### config.mk
export PLATFORM = sky130hd
export DESIGN_NAME = coh_link_ctrl
export DESIGN_NICKNAME = d
export VERILOG_FILES = /design/src/rtl/coh_link_ctrl.sv
export SDC_FILE = /design/constraint.sdc
export NUM_CORES = 1
export LEC_CHECK = 0
export BUFFER_PORTS_ARGS = -buffer_cell sky130_fd_sc_hd__buf_2
export CORE_AREA = 2 2 160 162
export CTS_CLUSTER_DIAMETER = 100
export DETAILED_ROUTE_END_ITERATION = 7
export DIE_AREA = 0 0 162 164
export PLACE_DENSITY = 0.5
export SLEW_MARGIN = 0
export SYNTH_ARGS = -nofsm -noshare
export SYNTH_HDL_FRONTEND = slang
export SYNTH_SLANG_ARGS = --single-unit
### constraint.sdc
create_clock -name clk -period 2.2 [get_ports clk]
set_clock_uncertainty 0.2 [all_clocks]
set_input_delay 0.22 -clock clk [delete_from_list [all_inputs] [get_ports clk]]
set_output_delay 0.22 -clock clk [all_outputs]
set_load 0.01 [all_outputs]
### src/rtl/coh_link_ctrl.sv
module coh_link_ctrl #(
  parameter int AW = 32,
  parameter int DW = 64
) (
  input  logic            clk,
  input  logic            rst,
  input  logic [1:0]      req_valid,
  output logic [1:0]      req_ready,
  input  logic [2*AW-1:0] req_addr,
  output logic [1:0]      rsp_valid,
  input  logic [1:0]      rsp_ready,
  output logic [DW-1:0]   rsp_data,
  output logic [2:0]      rsp_state,
  output logic [1:0]      snp_valid,
  input  logic [1:0]      snp_ready,
  output logic [AW-1:0]   snp_addr,
  input  logic [1:0]      sresp_valid,
  output logic [1:0]      sresp_ready,
  input  logic [1:0]      sresp_hit,
  input  logic [1:0]      sresp_dirty,
  input  logic [1:0]      sdata_valid,
  output logic [1:0]      sdata_ready,
  input  logic [2*DW-1:0] sdata,
  output logic            mem_ar_valid,
  input  logic            mem_ar_ready,
  output logic [AW-1:0]   mem_ar_addr,
  input  logic            mem_r_valid,
  output logic            mem_r_ready,
  input  logic [DW-1:0]   mem_r_data
);

  localparam logic [2:0] ST_INV = 3'd0;
  localparam logic [2:0] ST_UC  = 3'd1;
  localparam logic [2:0] ST_UD  = 3'd2;
  localparam logic [2:0] ST_SC  = 3'd3;
  localparam logic [2:0] ST_SD  = 3'd4;

  typedef enum logic [2:0] {
    PH_IDLE, PH_SNP, PH_SRSP, PH_SDAT, PH_MAR, PH_MRD, PH_RSP
  } phase_t;

  phase_t          phase;
  logic            own;
  logic            last;
  logic [AW-1:0]   addr_q;
  logic [DW-1:0]   data_q;
  logic [2:0]      grant_q;
  logic [1:0]      pick;
  logic            peer;
  logic [1:0]      own_oh;
  logic [1:0]      peer_oh;

  always_comb begin
    if (req_valid == 2'b11) pick = last ? 2'b01 : 2'b10;
    else                    pick = req_valid;
  end

  assign peer    = ~own;
  assign own_oh  = own ? 2'b10 : 2'b01;
  assign peer_oh = ~own_oh;

  assign req_ready    = (phase == PH_IDLE) ? pick : 2'b00;
  assign snp_valid    = (phase == PH_SNP)  ? peer_oh : 2'b00;
  assign snp_addr     = addr_q;
  assign sresp_ready  = (phase == PH_SRSP) ? peer_oh : 2'b00;
  assign sdata_ready  = (phase == PH_SDAT) ? peer_oh : 2'b00;
  assign mem_ar_valid = (phase == PH_MAR);
  assign mem_ar_addr  = addr_q;
  assign mem_r_ready  = (phase == PH_MRD);
  assign rsp_valid    = (phase == PH_RSP)  ? own_oh : 2'b00;
  assign rsp_data     = data_q;
  assign rsp_state    = (phase == PH_RSP)  ? grant_q : ST_INV;

  always_ff @(posedge clk) begin
    if (rst) begin
      phase   <= PH_IDLE;
      own     <= 1'b0;
      last    <= 1'b1;
      addr_q  <= '0;
      data_q  <= '0;
      grant_q <= ST_INV;
    end else begin
      case (phase)
        PH_IDLE: if (|pick) begin
          own    <= pick[1];
          last   <= pick[1];
          addr_q <= pick[1] ? req_addr[2*AW-1:AW] : req_addr[AW-1:0];
          phase  <= PH_SNP;
        end
        PH_SNP: if (snp_ready[peer]) phase <= PH_SRSP;
        PH_SRSP: if (sresp_valid[peer]) begin
          if (sresp_hit[peer]) begin
            grant_q <= sresp_dirty[peer] ? ST_SD : ST_SC;
            phase   <= PH_SDAT;
          end else begin
            grant_q <= ST_UC;
            phase   <= PH_MAR;
          end
        end
        PH_SDAT: if (sdata_valid[peer]) begin
          data_q <= peer ? sdata[2*DW-1:DW] : sdata[DW-1:0];
          phase  <= PH_RSP;
        end
        PH_MAR: if (mem_ar_ready) phase <= PH_MRD;
        PH_MRD: if (mem_r_valid) begin
          data_q <= mem_r_data;
          phase  <= PH_RSP;
        end
        PH_RSP: if (rsp_ready[own]) phase <= PH_IDLE;
        default: phase <= PH_IDLE;
      endcase
    end
  end


  single_grant_chk: assert property (@(posedge clk) disable iff (rst)
    $onehot0(req_ready));


  busy_stall_chk: assert property (@(posedge clk) disable iff (rst)
    (snp_valid != 2'b00 || mem_ar_valid || rsp_valid != 2'b00) |-> req_ready == 2'b00);


  snp_hold_chk: assert property (@(posedge clk) disable iff (rst)
    (snp_valid != 2'b00 && (snp_valid & snp_ready) == 2'b00)
      |=> snp_valid == $past(snp_valid) && $stable(snp_addr));


  mem_hold_chk: assert property (@(posedge clk) disable iff (rst)
    (mem_ar_valid && !mem_ar_ready) |=> mem_ar_valid && $stable(mem_ar_addr));


  hit_no_mem_chk: assert property (@(posedge clk) disable iff (rst)
    ((sresp_valid & sresp_ready & sresp_hit) != 2'b00) |=> !mem_ar_valid);


  rsp_state_chk: assert property (@(posedge clk) disable iff (rst)
    (rsp_valid != 2'b00) |-> (rsp_state != ST_INV && rsp_state != ST_UD));


  rsp_hold_chk: assert property (@(posedge clk) disable iff (rst)
    (rsp_valid != 2'b00 && (rsp_valid & rsp_ready) == 2'b00)
      |=> rsp_valid == $past(rsp_valid) && $stable(rsp_data) && $stable(rsp_state));

endmodule

# == After elaboration in Yosys (flattened, before gate mapping) ==
# Index checks and enable logic that the tools add are counted.
# classes
reduce_logical,7
n_mux,37
eq_ne,14
n_bitwise,2
order_cmp,2
# op_table
operator,count
2-to-1 mux 64 bit,3
case mux 64 bit (2 select lines),1
2-to-1 mux 3 bit,11
2-to-1 mux 32 bit,1
case mux 3 bit (7 select lines),1
2-to-1 mux 2 bit,8
2-to-1 mux 1 bit,12
"inequality test 2 x 1 -> 1 bit, second input constant",6
"equality test 3 bit, second input constant",3
AND reduction 7 bit,1
"equality test 3 x 2 -> 1 bit, second input constant",2
"less-than comparator 1 x 2 -> 1 bit, second input constant",2
AND reduction 2 bit,2
"equality test 3 x 1 -> 1 bit, second input constant",1
zero test 3 bit,1
AND reduction 3 bit,1
"equality test 2 bit, second input constant",1
"inequality test 2 bit, second input constant",1
NOT 2 bit,1
nonzero test 2 bit,1
OR reduction 2 bit,1
NOT 1 bit,1
# totals
word_cells,68
in_bits,274
out_inout_bits,143
regBits,104

# == Longest topological paths before layout ==
# depth
depth_word,6
ltp_mapped,8
mapped_depth_nobuf,5

# == Worst setup path before layout ==
# Ideal clock, no wire load.
# synth_path
kind,flip-flop to flip-flop
start,register own
end,"register data_q[38], in the netlist rsp_data[38]"
stages_incl_launch_ff,9
period_less_slack_ns,1.949
setup_ns,0.132
required_time_ns,1.868
t_arrival_ns,1.616
slack_ns,0.251
n_path_buf,3
cell_sequence,dfxtp_1 -> buf_6 -> mux2_4 -> o32a_4 -> and3_1 -> buf_6 -> buf_6 -> o211ai_2 -> a21oi_1
# synth_via
elab_chain_len,4
word_cells_on_any_way,7
cone_classes,eq/ne: 1; mux: 5; reduce/logical: 1
# synth_lines
item,line_no,rtl
from (decl),43,logic own;
from (signal assigned),85,own <= pick[1];
2-to-1 mux 1 bit (not written as such) (2 in series),100,PH_SDAT: if (sdata_valid[peer]) begin
inequality test 2 x 1 -> 1 bit (no line),--,
AND reduction 3 bit (no line),--,
to (signal assigned),101,data_q <= peer ? sdata[2*DW-1:DW] : sdata[DW-1:0];
to (signal assigned),106,data_q <= mem_r_data;
to (decl),46,logic [DW-1:0] data_q;
# Parallel ways exist; a longest one is shown, timed or not. The select of a mux whose other input is x is not followed.
# A chain may end at the register's enable or synchronous reset.

# == Worst setup path in the final report ==
# layout_path
start,register phase[2]
end,output rsp_state[2]
# layout_via
elab_chain_len,2
# layout_lines
item,line_no,rtl
from (decl),42,phase_t phase;
from (signal assigned),76,phase <= PH_IDLE;
from (signal assigned),88,phase <= PH_SNP;
from (signal assigned),90,PH_SNP: if (snp_ready[peer]) phase <= PH_SRSP;
equality test 3 bit,72,assign rsp_state = (phase == PH_RSP) ? grant_q : ST_INV;
2-to-1 mux 3 bit,72,
to (decl),13,"output logic [2:0] rsp_state,"
# Every way passes these cells.

==> flow_summary.toml <==
[setup_path]
crit_type = "flop to output port"
path_max_fanout = 12
critPathRequiredTime_ns = 1.78
worstSetupStartpointType = "flop"
crit_path_end_kind = "output port"
arrival_ns = 1.65

[power_and_ir_drop]
p_per_area_nw_per_um2 = 883
peakVddDrop_uv = 489
p_leak_nw = 4.51

[timing]
slew_headroom_pct = 63.2
tns_ns = 0
slew_violations = 0
finalSetupViolCount = 0
rsz0062_at_grt = "no"
max_freq_mhz = 482
period_needed_ns = 2.07
hold_viol = 0
worstMarginPinSlew_ns = 0.551
setup_ws_ns = 0.125
min_period_over_period_pct = 94.3
hold-worst-slack_ns = 0.0119

[finish]
n_antenna_cell = 0
nFillCells = 2604
final_layout_size_suffix_gt1_share_pct = 46.6
final_cell_area_sq_um = 9440
syn_to_final_growth_pct = 56.9
nets = 1400
post-route-util_pct = 38.0

[run_status]
status = "complete, no violations"

[synthesis]
synth_cell_type_count = 36
syn_avg_cell_area_sq_um = 8.77
syn_area_sq_um = 6020
synth_edf_count = 0
synth.ff_latch_count = 104
ys_top_cells_by_count = "132 x nand2_1, 104 x dfxtp_1, 101 x mux2i_1, 68 x a21oi_1, 60 x o211ai_2"
synth_top_area_share_pct = 34.6
synthArstFlopShare_pct = 0
yosysTopAreaCell = "dfxtp_1"
synth_area_leaders = "dfxtp_1 35%, mux2i_1 17%, o211ai_2 12%"
netlist_instances = 686
synth-seq-area-share_pct = 34.6
synth_ff_type = "dfxtp_1"
yosys_warnings = 0
yosys.cell_count.top_type = "nand2_1"
syn_nets = 960

[route]
via_per_inst = 4.49
drtIter0Drc = 299
ant_nets = 0
routed_wl_um = 22900
vias = 6567
drcViolationCount = 0
avgRoutedWirePerCell_um = 15.7
firstDrtPassIters = 4

[floorplanning]
core-area_sq_um = 24800
initial_core_util_pct = 24.2
dieArea_sq_um = 26600
io_pins = 417
die_h_um = 164
rows = 58
die_x_um = 162

[clocking]
cts_tree = "done"
clk_latency_ns = 0.35
h-tree-depth = 3
cts_max_path_buffers = 2
cts_sinks = 104
clock-root-buffer = "clkbuf_16"
clk_pin_slew_ns = 0.08
numCtsBuffers = 9

[placement]
dp_slack_ns = 0.0868
dp_hpwl_um = 16300
placed_cell_area_sq_um = 8240
portBuffers = 416
routabilityCongestion = 0.772

[global_route]
grt_pass1_wl_um = 33900
grt_max_degree = 105
grt_overflow = 0
grtUsageTotal_pct = 16.4
antenna_found_initial = 0
grt_pass1_vias = 6423

[job]
cap_violations = 0

[min_path]
hold_path_class = "input port to flop"
## routing by layer
| metal | part of all wire [%] | wire (um) | GRT usage (%) | up-vias |
|---|---|---|---|---|
| li1 | - | - | - | 3270 |
| met1 | 39 | 8930 | 17.8 | 3001 |
| met2 | 51 | 11800 | 30.9 | 271 |
| met3 | 7.4 | 1700 | 4.04 | 25 |
| met4 | 2.1 | 482 | 5.51 | 0 |
| met5 | 0 | 0 | 0 | - |
## flip-flops by register name (all words and copies together), names as in the netlist
name / flops
phase: 3
mem_ar_addr: 32
grant_q: 3
rsp_data: 64
own: 1
last: 1
## final timing paths
check | cells past startpoint | to | slack (ns) | from
setup / recovery | 5 | rsp_state[2] | 0.13 | phase[2]
hold / removal | 3 | mem_ar_addr[8] | 0.01 | req_addr[8]
setup reg to reg | 6 | rsp_data[30] | 0.18 | own
hold reg to reg | 2 | rsp_data[57] | 0.25 | rsp_data[57]
## logic make-up after synthesis
| kind of cell | synth area share (%) |
|---|---|
| AND/OR/NAND/NOR | 14.1 |
| AO/OA/AOI/OAI | 24.2 |
| XOR/XNOR | 0.146 |
| flip-flops | 34.6 |
| buffers and inverters | 9.50 |
| multiplexers | 17.4 |
## repair_timing
action | 4_1_cts | 5_1_grt
endpoints found under the hold margin | 78 | 0
gates cloned | 1 | 1
setup endpoints to repair | 1 | 38
hold buffers | 84 | 0
resized for setup | 3 | 0
pin swaps | 1 | 0
setup buffers | 0 | 1
## per-stage QoR
stage          instances  power (W)
6_report            1461    0.00833
5_1_grt             1461    0.00893
4_1_cts             1459    0.00846
3_5_place_dp        1358    0.00653
3_3_place_gp        1358    0.00651
2_1_floorplan        686    0.00533
## critical path: stages (launching register included)
cell and delay [ns]:
dfxtp_1 0.44, buf_4 0.22, and3b_1 0.19, buf_4 0.16, and2_1 0.13, buf_2 0.16
## power by group
part           internal [W]  switching, W
sequential          0.00233      0.000325
clock              0.000898      0.000812
combinational       0.00177       0.00220
## layout make-up
type / count / area, sq um / area share [%]
multi-input combinational: 486 / 3390 / 35.9
inverter: 2 / 7.51 / 0.0795
tap: 330 / 413 / 4.37
timing repair buffer: 523 / 3240 / 34.4
clock buffer: 9 / 225 / 2.39
clock inverter: 7 / 75.1 / 0.795
sequential: 104 / 2090 / 22.1
## placed cells by master (no fill, tap or decap), types with 2 or more instances in the layout
master and count:
a211oi_1 33, a21oi_1 68, and2_1 4, buf_12 9
buf_2 415, buf_4 12, buf_6 2, clkbuf_16 9
clkinv_2 2, dfxtp_1 102, dlygate4sd3_1 84, inv_1 2
inv_6 4, mux2_2 2, mux2i_1 101, nand2_1 132
nand2b_1 5, nand3_1 2, nand3b_1 2, nor2_1 43
nor2b_1 4, nor3_1 5, nor3b_1 2, o211ai_1 4
o211ai_2 60, o21ai_0 5
Note: power is estimated with default switching activity, not from simulation.
